===== config.mk =====
export PLATFORM = sky130hd
export DESIGN_NAME = eb_fifo
export DESIGN_NICKNAME = d
export VERILOG_FILES = /design/src/rtl/efifo_pkg.sv /design/src/rtl/eb_occupancy.sv /design/src/rtl/eb_store.sv /design/src/rtl/eb_ctrl.sv /design/src/rtl/eb_fifo.sv
export SDC_FILE = /design/constraint.sdc
export NUM_CORES = 1
export LEC_CHECK = 0
export BUFFER_PORTS_ARGS = -buffer_cell sky130_fd_sc_hd__buf_4
export CAP_MARGIN = 5
export CORE_MARGIN = 10
export CORE_UTILIZATION = 39
export CTS_BUF_LIST = sky130_fd_sc_hd__clkbuf_8
export DETAILED_ROUTE_END_ITERATION = 6
export PLACE_DENSITY = 0.55
export RECOVER_POWER = 50
export SKIP_LAST_GASP = 1
export SLEW_MARGIN = 40
export SYNTH_ARGS = -nofsm -noshare
export SYNTH_HDL_FRONTEND = slang
export SYNTH_HIERARCHICAL = 1
export SYNTH_SLANG_ARGS = --single-unit

===== constraint.sdc =====
create_clock -name clk -period 6 [get_ports clk]
set_input_delay 1.2 -clock clk [delete_from_list [all_inputs] [get_ports clk]]
set_output_delay 1.2 -clock clk [all_outputs]
set_load 0.1 [all_outputs]

===== src/rtl/efifo_pkg.sv =====
package efifo_pkg;

    // burst engine phases: accept -> advance pointer -> acknowledge
    typedef enum logic [1:0] {
        BST_IDLE = 2'd0,
        BST_ADV  = 2'd1,
        BST_DONE = 2'd2
    } bst_state_e;

endpackage


===== src/rtl/eb_occupancy.sv =====
module eb_occupancy #(
    parameter int DEPTH = 16,
    parameter int N     = $clog2(DEPTH)
) (
    input  logic [N-1:0] wp,
    input  logic [N-1:0] rp,
    output logic [N-1:0] level
);
    localparam logic [N:0] DEPTH_X = (N+1)'(DEPTH);

    logic [N:0] sum_x;

    // one extra bit so the sum cannot overflow before the modulo
    always_comb begin
        sum_x = {1'b0, wp} + DEPTH_X - {1'b0, rp};
        level = sum_x[N-1:0];
    end
endmodule


===== src/rtl/eb_store.sv =====
module eb_store #(
    parameter int DW    = 8,
    parameter int DEPTH = 16,
    parameter int N     = $clog2(DEPTH),
    parameter int MAXB  = DEPTH - 2
) (
    input  logic              clk,
    input  logic              rst_n,
    input  logic              single_we,
    input  logic [N-1:0]      wp,
    input  logic [DW-1:0]     wr_data,
    input  logic              burst_we,
    input  logic [N-1:0]      burst_len,
    input  logic [MAXB*DW-1:0] burst_data,
    input  logic [N-1:0]      rp,
    output logic [DW-1:0]     rd_data
);
    logic [DW-1:0] mem_q [DEPTH];
    logic [DW-1:0] mem_d [DEPTH];
    logic [DW-1:0] field_pad [DEPTH];
    logic          hit     [DEPTH];
    logic [DW-1:0] hit_val [DEPTH];

    // burst fields padded to DEPTH so any offset indexes safely
    for (genvar f = 0; f < DEPTH; f++) begin : g_pad
        if (f < MAXB) begin : g_used
            assign field_pad[f] = burst_data[f*DW +: DW];
        end else begin : g_zero
            assign field_pad[f] = '0;
        end
    end

    // per-entry burst decode: offset from the write pointer
    for (genvar e = 0; e < DEPTH; e++) begin : g_ent
        localparam logic [N-1:0] EI = N'(e);
        logic [N-1:0] off;
        assign off        = EI - wp;
        assign hit[e]     = burst_we && (off < burst_len);
        assign hit_val[e] = field_pad[off];
    end

    always_comb begin
        for (int i = 0; i < DEPTH; i++) begin
            mem_d[i] = mem_q[i];
            if (hit[i]) mem_d[i] = hit_val[i];
        end
        if (single_we) mem_d[wp] = wr_data;
    end

    always_ff @(posedge clk) begin
        if (!rst_n) begin
            for (int i = 0; i < DEPTH; i++) mem_q[i] <= '0;
        end else begin
            for (int i = 0; i < DEPTH; i++) mem_q[i] <= mem_d[i];
        end
    end

    assign rd_data = mem_q[rp];
endmodule


===== src/rtl/eb_ctrl.sv =====
module eb_ctrl
    import efifo_pkg::*;
#(
    parameter int DEPTH = 16,
    parameter int N     = $clog2(DEPTH)
) (
    input  logic         clk,
    input  logic         rst_n,
    input  logic         wr_req,
    input  logic         bst_req,
    input  logic [N-1:0] bst_len,
    input  logic         rd_req,
    input  logic [N-1:0] level,
    output logic         wr_ack,
    output logic         bst_go,
    output logic         bst_ack,
    output logic         bst_err,
    output logic         rd_ack,
    output logic [N-1:0] wp,
    output logic [N-1:0] rp
);
    localparam logic [N:0] MAXB_X   = (N+1)'(DEPTH - 2);
    localparam logic [N:0] BST_LIM  = (N+1)'(DEPTH - 1);
    localparam logic [N:0] WR_LIM   = (N+1)'(DEPTH - 2);

    typedef struct packed {
        bst_state_e   st;
        logic [N-1:0] wp;
        logic [N-1:0] rp;
        logic [N-1:0] len;
    } ctrl_t;

    ctrl_t s_q, s_d;
    logic  idle, len_ok;
    logic [N:0] lvl_x, len_x;

    always_comb begin
        s_d    = s_q;
        lvl_x  = {1'b0, level};
        len_x  = {1'b0, bst_len};
        idle   = (s_q.st == BST_IDLE);
        len_ok = (bst_len != '0) && (len_x <= MAXB_X);

        bst_go  = idle && bst_req && len_ok && ((lvl_x + len_x) < BST_LIM);
        bst_err = idle && bst_req && !len_ok;
        wr_ack  = idle && !bst_req && wr_req && (lvl_x < WR_LIM);
        rd_ack  = rd_req && (level != '0);
        bst_ack = (s_q.st == BST_DONE);

        if (wr_ack) s_d.wp = s_q.wp + N'(1);
        if (rd_ack) s_d.rp = s_q.rp + N'(1);

        unique case (s_q.st)
            BST_IDLE: if (bst_go) begin
                s_d.st  = BST_ADV;
                s_d.len = bst_len;
            end
            BST_ADV: begin
                s_d.wp = s_q.wp + s_q.len;
                s_d.st = BST_DONE;
            end
            BST_DONE: s_d.st = BST_IDLE;
            default:  s_d.st = BST_IDLE;
        endcase
    end

    always_ff @(posedge clk) begin
        if (!rst_n) begin
            s_q.st  <= BST_IDLE;
            s_q.wp  <= '0;
            s_q.rp  <= '0;
            s_q.len <= '0;
        end else begin
            s_q <= s_d;
        end
    end

    assign wp = s_q.wp;
    assign rp = s_q.rp;
endmodule


===== src/rtl/eb_fifo.sv =====
module eb_fifo #(
    parameter int DW    = 8,
    parameter int DEPTH = 16,
    parameter int N     = $clog2(DEPTH),
    parameter int MAXB  = DEPTH - 2
) (
    input  logic               clk,
    input  logic               rst_n,
    input  logic               wr_req,
    input  logic [DW-1:0]      wr_data,
    output logic               wr_ack,
    input  logic               bst_req,
    input  logic [N-1:0]       bst_len,
    input  logic [MAXB*DW-1:0] bst_data,
    output logic               bst_ack,
    output logic               bst_err,
    input  logic               rd_req,
    output logic [DW-1:0]      rd_data,
    output logic               rd_ack,
    output logic [N-1:0]       fill_level
);
    logic [N-1:0] wp, rp;
    logic         bst_go;

    eb_occupancy #(.DEPTH(DEPTH), .N(N)) u_occ (
        .wp(wp), .rp(rp), .level(fill_level)
    );

    eb_ctrl #(.DEPTH(DEPTH), .N(N)) u_ctrl (
        .clk(clk), .rst_n(rst_n),
        .wr_req(wr_req), .bst_req(bst_req), .bst_len(bst_len), .rd_req(rd_req),
        .level(fill_level),
        .wr_ack(wr_ack), .bst_go(bst_go), .bst_ack(bst_ack), .bst_err(bst_err),
        .rd_ack(rd_ack), .wp(wp), .rp(rp)
    );

    eb_store #(.DW(DW), .DEPTH(DEPTH), .N(N), .MAXB(MAXB)) u_store (
        .clk(clk), .rst_n(rst_n),
        .single_we(wr_ack), .wp(wp), .wr_data(wr_data),
        .burst_we(bst_go), .burst_len(bst_len), .burst_data(bst_data),
        .rp(rp), .rd_data(rd_data)
    );
endmodule


=== Yosys cells after proc, flatten, opt, wreduce, memory -nomap -nowiden ===
Memories as Yosys holds them, arrays and structs flattened. A register that Yosys moved wholly into a read port is not among the register bits.
Cells that the tools add are included.

* Word-level logic and storage cells: 225
* Input bits: 129
* Memories kept: 1
* RAM bits: 128
* Output and inout port bits: 16
* Flip-flop bits (word level): 14

* Add/sub/neg operators: 22
* Order comparisons: 37
* Mux-type cells: 92
* Bitwise gates (word level): 33
* Reduce and logical (&&, ||, !) cells: 33
* Eq/ne operators: 3

{| class="wikitable"
|+ Memory list
! name !! depth !! bits a word !! rd ports !! clocked after Yosys merged registers in !! wr ports !! RTL line !! text
|-
| u_store.mem_q || 16 || 8 || 17 || 1 || 16 || eb_store.sv:18 || <nowiki>logic [DW-1:0] mem_q [DEPTH];</nowiki>
|}

{| class="wikitable"
|+ Operators by type and width
! kind !! number
|-
| 2-to-1 mux 8 bit || 65
|-
| binary-select mux 8 bit (select 4 bit) || 16
|-
| bitwise mux 128 bit || 1
|-
| 2-to-1 mux 128 bit || 1
|-
| >= comparator 5 bit, second input constant || 17
|-
| inverter 4 -> 5 bit || 17
|-
| < comparator 4 bit || 16
|-
| demux 8 bit (select 4 bit) || 1
|-
| subtractor 4 bit, first input constant || 8
|-
| logical AND 1 bit || 26
|-
| 2-to-1 mux 4 bit || 4
|-
| OR 1 bit || 16
|-
| subtractor 3 x 4 -> 4 bit, first input constant || 4
|-
| adder 4 x 1 -> 4 bit, second input constant || 3
|-
| nonzero test 4 bit || 2
|-
| subtractor 1 x 4 -> 4 bit, first input constant || 2
|-
| subtractor 2 x 4 -> 4 bit, first input constant || 2
|-
| adder 4 x 4 -> 5 bit || 1
|-
| < comparator 5 x 1 -> 1 bit, second input constant || 1
|-
| < comparator 5 x 4 -> 1 bit, second input constant || 1
|-
| adder 4 bit || 1
|-
| less-or-equal comparator 4 bit, second input constant || 1
|-
| < comparator 4 bit, second input constant || 1
|-
| case mux 2 bit (2 select lines) || 1
|-
| 10 further kinds || 12
|}

=== Depth between registers and ports, before layout ===
* Word-level depth: 10
* Depth in mapped cells: 18

=== Modules after synthesis ===
Netlist, hierarchy kept.

{| class="wikitable"
|+ Modules (own cells, without submodules)
! module !! instances !! area each (um2) !! cells each
|-
| eb_store || 1 || 13256.5 || 1544
|-
| eb_ctrl || 1 || 1006.0 || 111
|-
| eb_occupancy || 1 || 116.4 || 14
|}

=== Worst setup path before layout ===
OpenSTA, ideal clock, no wires.

* Kind: reg2reg
* From: reg u_ctrl/wp[0] (netlist name)
* To: mem u_store.mem_q[10][6]
* Library setup time: 70 ps
* Path slack: 287 ps
* Data arrival time: 5643 ps
* Buffers on the path: 2
* Clock period less this slack: 5713 ps
* Cell stages (with the launch flop): 18
* Path through: dfxtp_1 > buf_4 > inv_1 > ha_1 > inv_1 > fa_1 > xor2_1 > ha_1 > a21o_1 > a221o_1 > a2111oi_4 > inv_1 > clkbuf_1 > a211oi_1 > o21ai_1 > nor2_1 > a22oi_1 > a21oi_1

{| class="wikitable"
|+ RTL lines
! item !! RTL line
|-
| end: declaration || eb_store.sv:18
|}

==> results.md <==
- Final HPWL DP: 49800 um
- Core Region: between 0.03 and 0.04 mm2
- Dpl cell area: 0.0157 mm2
- Wire per inst: roughly 29 um
- CTS root buf: clkbuf_8
- Critical Path RT: between 6 and 7 ns
- Via count: roughly 15000
- IR Drop Worst-Case VDD: 0.000397 V
- Pleak: 5.96 nW
- Fin crit share: around 84%
- Power per cell area: between 500 and 600 mW/mm2
- CP Capture Type: register
- Vias in the first global route: around 13000
- Status: finished, violations left
- RR Startpoint: u_ctrl/wp[0]
- Peak Freq: around 0.2 GHz
- Setup crit start kind: register
- Area grow syn2layout: 11.7%
- EDFF count, synth: 0
- GRT Overall Usage: between 20% and 30%
- Via/cell ratio: around 6.7
- Post-synth top cells: nand2_1, a21oi_1, o21ai_0, dfxtp_1, mux4_2
- YS warnings: 6
- Worst slew pin tran: ~3.2 ns
- Initial DRC count: 2087
- Post-CTS setup buffers: 0
- Worst setup path start: u_ctrl/wp[0]
- PnR Total Power: ~9 mW
- Synth top area share: roughly a fifth
- Synth Instances: 1669
- WHS: around 0.47 ns
- Violations in the final reports: capacitance limit, slew limit
- Mapped Area: about 0.014 mm2
- Routability Congestion: 1.03
- Hold Path Class: register to register
- Cell with the most instances after synthesis: nand2_1
- Initial Util: between 30% and 40%
- Final net count: around 1900
- Final core occ: a little over two fifths
- Final hold vios: 0
- Hold_buf cts: 0
- WP data arrival: 5.43 ns
- FILL cells: 3608
- CTS Sinks: between 100 and 150
- Worst-path clk slew: around 0.080 ns
- Max transition margin: -112%
- DRT Wirelength: around 64000 um
- Ranking of synthesized cells by area: mux4_2, dfxtp_1, nand2_1
- CTS Buf Count: 17
- CTS tree: built
- CTS Buffer Depth: 2
- Tmin final: 5.03 ns
- CP max FO: 10
- Die Y-Extent: around 210 um
- Post-synthesis area per instance: between 8 and 9 um2
- Max-cap viol count: 1
- Num rows: 70
- Port Buf Inserts: roughly 140
- Final setup viols: 0
- PostCTS Resize Cnt: 0
- Syn Nets: roughly 1900
- # DRC: 0
- Die ar.: ~0.045 mm2
- Worst-Skew Late Latency: 0.47 ns
- I/O pin count: 145
- Worst reg2reg setup slack: between 0.9 and 1 ns
- Post-synthesis sequential area ratio: between 10% and 20%
- Setup CP Type: register to register
- Post-synthesis cell type count: 63
- Total gr overflow: 0
- Layout cells sized above 1: about a quarter
- Synth Flop Type: dfxtp_1
- First-pass GRT wire length: around 93000 um
- CTS H-tree depth: 4
- Die Wd: 212 um
- DRT Pass-1 Iters: 6
- Antenna violations before repair: 4
- ANT nets after route: 0
- Setup Skew: 0.0101 ns
- Synth area leader: mux4_2
- #FFs+latches synth: roughly 140
- Min-Delay Startpoint: u_ctrl/s_q[3]
- Largest net degree at the start of global routing: between 70 and 80
- Asr flop ratio synth: 0%
- RSZ-0062 raised after global routing: no
- Final Max Tran Viols: 73
- TNS Setup: 0 ns
- Fin area: ~0.016 mm2
## area by class of cell
class | instances | area [um2] | share of cell area [%]
repair buffers | 177 | 1270 | 7.92
flip-flops and latches | 142 | 2850 | 17.7
multi-input cells | 1341 | 10800 | 67.0
well taps | 468 | 586 | 3.65
inverters | 47 | 178 | 1.11
diodes | 2 | 5.00 | 0.0312
clock inverters | 8 | 88.8 | 0.553
clock buffers | 23 | 317 | 1.97
## per-stage QoR
step / setup slack, ns / std cells
finish: 0.969 / 2208
global route: 0.850 / 2206
CTS: 1.45 / 2205
detailed placement: 1.13 / 2174
global placement: 1.19 / 2174
floorplan: 0.287 / 1669
## worst max-delay path: stages (launching register included)
cell,delay [ns]
dfxtp_1,0.40
inv_1,0.06
ha_1,0.19
inv_1,0.08
fa_1,0.52
fa_1,0.54
and3_2,0.23
a221o_1,0.35
a2111oi_4,0.38
clkbuf_1,0.61
nand2b_1,0.16
a21oi_1,0.16
clkbuf_1,0.58
o211ai_1,0.42
a31oi_1,0.26
## final timing paths
check	to	cells past startpoint
worst min register to register	u_ctrl/s_q[3]	2
worst min-delay path	u_ctrl/s_q[3]	2
worst max-delay path	u_store/mem_q[3][1]	14
worst max register to register	u_store/mem_q[3][1]	14
## cell usage in the layout, fill, tap and decap left out, types with 16 or more instances in the layout
cell type / netlist / layout
o221ai_1: 16 / 16
clkbuf_8: 0 / 23
ha_1: 52 / 50
buf_4: 19 / 155
a211o_1: 26 / 26
nand3_1: 44 / 44
a31oi_1: 44 / 44
mux4_2: 136 / 136
clkbuf_1: 67 / 19
a21oi_1: 179 / 179
inv_1: 39 / 40
a22oi_1: 32 / 32
o21ai_0: 159 / 161
o211ai_1: 24 / 24
nor3_1: 46 / 46
mux2i_1: 78 / 77
dfxtp_1: 142 / 139
nor2_1: 51 / 51
mux2_2: 64 / 64
nand2_1: 247 / 247
## cell families (layout without fill, tap and decap cells)
logic type               count (synthesis)  in the layout  share of synthesized area, %
flip-flops                             142            142                          19.8
multiplexers                           278            278                          31.7
other                                    0              2                             0
AND/OR/NAND/NOR                        444            444                          13.5
XOR/XNOR                                16             16                          1.31
buffers and inverters                  186            255                          5.86
AO/OA/AOI/OAI                          548            548                          22.9
adder cells (fa/ha/maj)                 55             55                          4.94
## report_power, final
part / leakage [nW] / switching, mW / total [mW] / internal [mW]
sequential: 1.16 / 0.230 / 1.49 / 1.26
combinational: 4.59 / 4.31 / 6.64 / 2.33
clock: 0.218 / 0.383 / 0.811 / 0.428
total: 5.96 / 4.92 / 8.94 / 4.02
## routing by layer
layer / up-vias / GRT usage (%) / part of all wire [%]
met4: 4 / 7.39 / 2.6
met2: 910 / 40.4 / 42
met3: 108 / 8.29 / 12
met1: 7245 / 39.8 / 43
li1: 6460 / - / -
met5: - / 0 / 0.048
## state kept, by name, summed over array words and instances, names as in the netlist
signal / flops
u_ctrl/rp: 4
u_ctrl/s_q: 6
u_ctrl/wp: 4
u_store/mem_q: 128
(Power assumes the default switching activity.)
